<file path="src/rtl/regfile_pkg.sv">
package regfile_pkg;

  typedef enum logic [1:0] {
    TGT_NONE = 2'd0,
    TGT_PTR  = 2'd1,
    TGT_EXT  = 2'd2,
    TGT_MEM  = 2'd3
  } tgt_e;

  // offset of the pointer register inside the special-register slots
  localparam int PTR_OFS  = 4;
  // special registers owned by other blocks (slots 1..7 minus the pointer)
  localparam int NSFR     = 6;
  // first offset of the shared window
  localparam int SFR_SLOTS = 8;

endpackage

</file>
<file path="src/rtl/rf_addr_map.sv">
module rf_addr_map
  import regfile_pkg::*;
#(
  parameter int AW       = 7,
  parameter int OFS_W    = 5,
  parameter int SHARED_N = 8,
  parameter int BANKED_N = 16,
  parameter int IDX_W    = 7
) (
  input  logic [AW-1:0]    addr,
  input  logic [AW-1:0]    ptr,
  output tgt_e             tgt,
  output logic [IDX_W-1:0] mem_idx,
  output logic [NSFR-1:0]  sfr_hit
);

  localparam int BANK_W = AW - OFS_W;
  localparam logic [OFS_W-1:0] OFS_ZERO    = '0;
  localparam logic [OFS_W-1:0] OFS_PTR     = OFS_W'(PTR_OFS);
  localparam logic [OFS_W-1:0] OFS_SHARED  = OFS_W'(SFR_SLOTS);
  localparam logic [OFS_W-1:0] OFS_BANKED  = OFS_W'(SFR_SLOTS + SHARED_N);

  logic [AW-1:0]     eff;
  logic [OFS_W-1:0]  ofs;
  logic [BANK_W-1:0] bank;
  logic [NSFR-1:0]   code_match;

  // offset 0 in any bank redirects through the pointer
  assign eff  = (addr[OFS_W-1:0] == OFS_ZERO) ? ptr : addr;
  assign ofs  = eff[OFS_W-1:0];
  assign bank = eff[AW-1:OFS_W];

  generate
    for (genvar i = 0; i < NSFR; i++) begin : g_sfr
      localparam logic [OFS_W-1:0] CODE =
        (i < PTR_OFS - 1) ? OFS_W'(i + 1) : OFS_W'(i + 2);
      assign code_match[i] = (ofs == CODE);
    end
  endgenerate

  always_comb begin
    tgt     = TGT_NONE;
    mem_idx = '0;
    sfr_hit = '0;
    if (ofs == OFS_ZERO) begin
      tgt = TGT_NONE;
    end else if (ofs == OFS_PTR) begin
      tgt = TGT_PTR;
    end else if (ofs < OFS_SHARED) begin
      tgt     = TGT_EXT;
      sfr_hit = code_match;
    end else if (ofs < OFS_BANKED) begin
      tgt     = TGT_MEM;
      mem_idx = IDX_W'(ofs - OFS_SHARED);
    end else begin
      tgt     = TGT_MEM;
      mem_idx = IDX_W'(SHARED_N + int'(bank) * BANKED_N + int'(ofs - OFS_BANKED));
    end
  end

endmodule

</file>
<file path="src/rtl/rf_sram.sv">
module rf_sram #(
  parameter int DW    = 8,
  parameter int DEPTH = 72,
  parameter int IDX_W = 7
) (
  input  logic             clk,
  input  logic             we,
  input  logic [IDX_W-1:0] idx,
  input  logic [DW-1:0]    wdata,
  output logic [DW-1:0]    q
);

  logic [DW-1:0] mem [DEPTH];

  always_ff @(posedge clk) begin
    if (we) mem[idx] <= wdata;
    q <= mem[idx];
  end

endmodule

</file>
<file path="src/rtl/rf_ptr.sv">
module rf_ptr #(
  parameter int          DW      = 8,
  parameter logic [7:0]  RST_VAL = 8'h80
) (
  input  logic          clk,
  input  logic          rst,
  input  logic          we,
  input  logic [DW-1:0] wdata,
  output logic [DW-1:0] q
);

  always_ff @(posedge clk) begin
    if (rst)     q <= DW'(RST_VAL);
    else if (we) q <= wdata;
  end

endmodule

</file>
<file path="src/rtl/banked_regfile.sv">
module banked_regfile
  import regfile_pkg::*;
#(
  parameter int DW       = 8,
  parameter int AW       = 7,
  parameter int OFS_W    = 5,
  parameter int SHARED_N = 8,
  parameter int BANKED_N = 16
) (
  input  logic            clk,
  input  logic            rst,
  input  logic            acc_en,
  input  logic            acc_we,
  input  logic [AW-1:0]   acc_addr,
  input  logic [DW-1:0]   acc_wdata,
  input  logic [DW-1:0]   ext_rdata,
  output logic [DW-1:0]   rd_data,
  output logic            rd_vld,
  output logic [DW-1:0]   ptr_o,
  output logic [NSFR-1:0] sfr_sel,
  output logic            sfr_we,
  output logic [DW-1:0]   sfr_wdata
);

  localparam int BANKS = 2 ** (AW - OFS_W);
  localparam int MEM_N = SHARED_N + BANKS * BANKED_N;
  localparam int IDX_W = $clog2(MEM_N);

  tgt_e             tgt;
  logic [IDX_W-1:0] mem_idx;
  logic [NSFR-1:0]  sfr_hit;
  logic [DW-1:0]    mem_q;
  logic             mem_we;
  logic             ptr_we;

  tgt_e             tgt_q;
  logic [DW-1:0]    ptr_snap_q;

  rf_addr_map #(
    .AW(AW), .OFS_W(OFS_W), .SHARED_N(SHARED_N),
    .BANKED_N(BANKED_N), .IDX_W(IDX_W)
  ) map_i (
    .addr    (acc_addr),
    .ptr     (ptr_o[AW-1:0]),
    .tgt     (tgt),
    .mem_idx (mem_idx),
    .sfr_hit (sfr_hit)
  );

  assign mem_we = acc_en && acc_we && (tgt == TGT_MEM);
  assign ptr_we = acc_en && acc_we && (tgt == TGT_PTR);

  rf_sram #(.DW(DW), .DEPTH(MEM_N), .IDX_W(IDX_W)) sram_i (
    .clk   (clk),
    .we    (mem_we),
    .idx   (mem_idx),
    .wdata (acc_wdata),
    .q     (mem_q)
  );

  rf_ptr #(.DW(DW), .RST_VAL(8'h80)) ptr_i (
    .clk   (clk),
    .rst   (rst),
    .we    (ptr_we),
    .wdata (acc_wdata),
    .q     (ptr_o)
  );

  always_ff @(posedge clk) begin
    if (rst) begin
      tgt_q      <= TGT_NONE;
      ptr_snap_q <= '0;
      rd_vld     <= 1'b0;
      sfr_sel    <= '0;
      sfr_we     <= 1'b0;
      sfr_wdata  <= '0;
    end else begin
      tgt_q      <= acc_en ? tgt : TGT_NONE;
      ptr_snap_q <= ptr_o;
      rd_vld     <= acc_en && !acc_we;
      sfr_sel    <= (acc_en && tgt == TGT_EXT) ? sfr_hit : '0;
      sfr_we     <= acc_en && acc_we && (tgt == TGT_EXT);
      sfr_wdata  <= acc_wdata;
    end
  end

  always_comb begin
    unique case (tgt_q)
      TGT_PTR: rd_data = ptr_snap_q;
      TGT_EXT: rd_data = ext_rdata;
      TGT_MEM: rd_data = mem_q;
      default: rd_data = '0;
    endcase
  end

endmodule

</file>
<file path="config.mk">
export PLATFORM = sky130hd
export DESIGN_NAME = banked_regfile
export DESIGN_NICKNAME = d
export VERILOG_FILES = /design/src/rtl/regfile_pkg.sv /design/src/rtl/rf_addr_map.sv /design/src/rtl/rf_sram.sv /design/src/rtl/rf_ptr.sv /design/src/rtl/banked_regfile.sv
export SDC_FILE = /design/constraint.sdc
export NUM_CORES = 1
export LEC_CHECK = 0
export ABC_CLOCK_PERIOD_IN_PS = 9200
export BUFFER_PORTS_ARGS = -buffer_cell sky130_fd_sc_hd__buf_4
export CORE_MARGIN = 5
export CORE_UTILIZATION = 60
export DETAILED_ROUTE_END_ITERATION = 10
export GPL_TIMING_DRIVEN = 0
export PLACE_DENSITY = 0.88
export SYNTH_ARGS = -nofsm -noshare
export SYNTH_HDL_FRONTEND = slang
export SYNTH_SLANG_ARGS = --single-unit
export TNS_END_PERCENT = 20
</file>
<file path="constraint.sdc">
create_clock -name clk -period 9.2 [get_ports clk]
set_input_delay 0.92 -clock clk [delete_from_list [all_inputs] [get_ports clk]]
set_output_delay 0.92 -clock clk [all_outputs]
set_load 0.02 [all_outputs]
</file>
==> flow_summary.yaml <==
synthesis:
  synth_cell_types: 84
  synth_flop_cell: "edfxtp_1"
  ys_async_sr_fraction_pct: 0
  synth_edf_count: 576
  syn_nets: 1502
  synth.area.top_cells: "edfxtp_1, dfxtp_1, mux2_2"
  synth_common_cells: "edfxtp_1, nor2_1, nand2_1"
  ys_seq_area_share_pct: 75.86
  yosysTopAreaCell: "edfxtp_1"
  yosys_warnings: 0
  syn-instance-count: 1472
  syn_area_um2: 23910
  synth_top_cell_area_share_pct: 72.34
  yosysMostFrequentCell: "edfxtp_1"
  ys_ff_latch: 618
  synth_area_per_cell_um2: 16.24
route:
  drtIter0Drc: 3366
  vias_per_cell: 7.414
  firstDrtPassIters: 9
  postRouteAntennaNets: 0
  wl_mm: 80.51
  drc_errors: 0
  vias: 15990
  wl_per_cell_um: 37.34
power:
  power_mw: 5.860
  leakagePower_nw: 8.623
  powerDensity_nw_per_um2: 218.4
  vdd.ir_drop.worst_uv: 187.4
cells_and_area:
  nNetsFinal: 1618
  instances_no_fill: 2156
  fin_area_um2: 26840
  final_util_pct: 67.86
  drive_gt1_share_pct: 14.85
  syn2layout_area_growth_pct: 12.24
clock_network:
  cts_htree_levels: 2
  cts_buffer_depth: 3
  cts_tree: "yes"
  clock_sinks: 618
  clk_latency_ns: 0.63
  post_cts_buffers: 0
  clockRootBuffer: "clkbuf_16"
  cts_resized: 0
  cts.clk_slew.worst_paths_ns: 0.06
  ctsHoldBuffers: 0
  numCtsBuffers: 57
floorplan:
  die_w_um: 209.6
  pin_count: 59
  coreArea_um2: 39550
  die_area_um2: 43940
  initial_utilization_pct: 60.46
  rows: 73
  fp.dieH_um: 209.6
setup_path:
  max_stage_delay_ns: 1.32
  cp_max_fo: 10
  critical-path-slowest-cell: "o21ai_0"
  cp_cell_sequence: "buf_4, buf_4, or4_1, nor2_1, mux2_2, inv_1, fa_1, clkbuf_1, clkinv_1, o21ai_0, nand2_1, nor2_1"
  path_buf_inv: 5
  crit_arrival_ns: 6.63
  rr_startpoint: "ptr_i.q[2]"
  worstReg2RegEnd: "sram_i.mem[44][0]"
  end_kind: "register"
  crit_path_start: "acc_addr[3]"
  path_delay_family: "simple AND/OR/NAND/NOR gates"
  cp_num_cells: 12
  reg2reg_depth: 7
  worstPathRequired_ns: 9.45
  r2r_slack_ns: 3.13
  start_kind: "input port"
  critPathCapture: "sram_i.mem[39][5]"
  worstSetupPathType: "input port to register"
placed_design:
  io_buffers: 55
  dpl_cell_area_um2: 24990
  pre_cts_ws_ns: 2.539
  hpwl_mm: 49.49
  gp_congestion: 1.019
  dp_cells: 2052
global_routing:
  grt_overflow_total: 0
  antenna_found_initial: 3
  grt_use_total_pct: 36.29
  grt_pass1_vias: 15520
  grt_pass1_wl_mm: 112.3
  grt_max_degree: 75
min_path:
  min_path_type: "register to register"
timing:
  holdWs_ns: 0.4849
  max_freq_mhz: 156.8
  layout_min_cycle_time_ns: 6.379
  hold_viol_final: 0
  rsz0062_at_grt: "no"
  finalSetupTns_ns: 0
  worstMarginPinSlew_ns: 1.496
  relSlewSlack_pct: -0.8099
  worst_slack_ns: 2.821
  period_share_pct: 69.34
  skew_ns: 0.008268
  setup_viol: 0
  maxSlewViolCount: 1
job:
  drv_cap: 1
run_status:
  status: "finished with violations"
  violations: "capacitance limit, slew limit"
-- worst reg2reg max path, delay by kind of cell (launching register included) --
kind,cells,cell delay [ns]
buffers and inverters,2,1.91
AO/OA/AOI/OAI,2,0.39
AND/OR/NAND/NOR,3,2.83
flip-flops,1,0.56
-- placed cells by master (no fill, tap or decap), drive strengths merged, types with 18 or more instances in the layout --
cell,Yosys,final
a22oi,39,39
nor2,102,102
inv,26,28
a32o,18,18
nor2b,20,20
nand2,90,90
mux2i,36,36
dfxtp,42,42
o21ai,25,25
clkbuf,48,124
buf,37,94
a221oi,29,29
mux2,42,42
edfxtp,576,576
a21oi,31,31
and3,23,23
clkinv,2,19
nand3,32,32
a222oi,39,39
a221o,18,18
-- routing by layer --
metal / GRT usage (%) / vias to the layer above / part of all wire (%)
li1: - / 6220 / -
met3: 13.84 / 401 / 17
met5: 0 / - / 0.053
met2: 51.74 / 1696 / 42
met1: 46.46 / 7662 / 32
met4: 24.57 / 6 / 8.7
-- registers in the layout, indices dropped and copies added, names as in the netlist --
signal and flops:
sram_i.mem 576, ptr_i.q 8, rd_vld 1, sfr_we 1
sfr_wdata 8, tgt_q 2, sram_i.q 8, sfr_sel 6
ptr_snap_q 8
-- final cells by class --
class	count	area [um2]
Tap cell	525	656.9
Multi-Input combinational cell	741	5271
Antenna cell	1	2.502
Sequential cell	618	18140
Timing Repair Buffer	57	431.7
Inverter	28	105.1
Fill cell	2544	12710
Clock buffer	76	1541
Clock inverter	25	284.0
Buffer	85	407.9
-- where the power goes --
| part | switching, mW | internal [mW] | leakage, nW |
|---|---|---|---|
| sequential | 0.00655 | 3.09 | 5.52 |
| clock | 1.03 | 1.32 | 0.899 |
| combinational | 0.312 | 0.108 | 2.20 |
| total | 1.35 | 4.51 | 8.62 |
-- cell families after synthesis --
family | count (synthesis) | synth area share, %
adders and majority gates | 3 | 0.1884
DFF | 618 | 75.86
AOI/OAI and AO/OA | 342 | 11.76
muxes | 78 | 3.501
buffers and inverters | 113 | 2.145
and+or+nand+nor | 318 | 6.552
-- how the worst min path moves through the flow --
| stage | start | end | slack [ns] | cells past startpoint |
|---|---|---|---|---|
| after floorplan | ptr_i.q[7] | ptr_snap_q[7] | 0.55 | 1 |
| after global placement | ptr_i.q[7] | ptr_snap_q[7] | 0.47 | 1 |
| after detailed placement | ptr_i.q[7] | ptr_snap_q[7] | 0.47 | 1 |
| after CTS | ptr_i.q[7] | ptr_snap_q[7] | 0.49 | 1 |
| after global routing | ptr_i.q[7] | ptr_snap_q[7] | 0.50 | 1 |
| final | ptr_i.q[7] | ptr_snap_q[7] | 0.48 | 1 |
No activity file was read; power rests on OpenSTA's default activity.
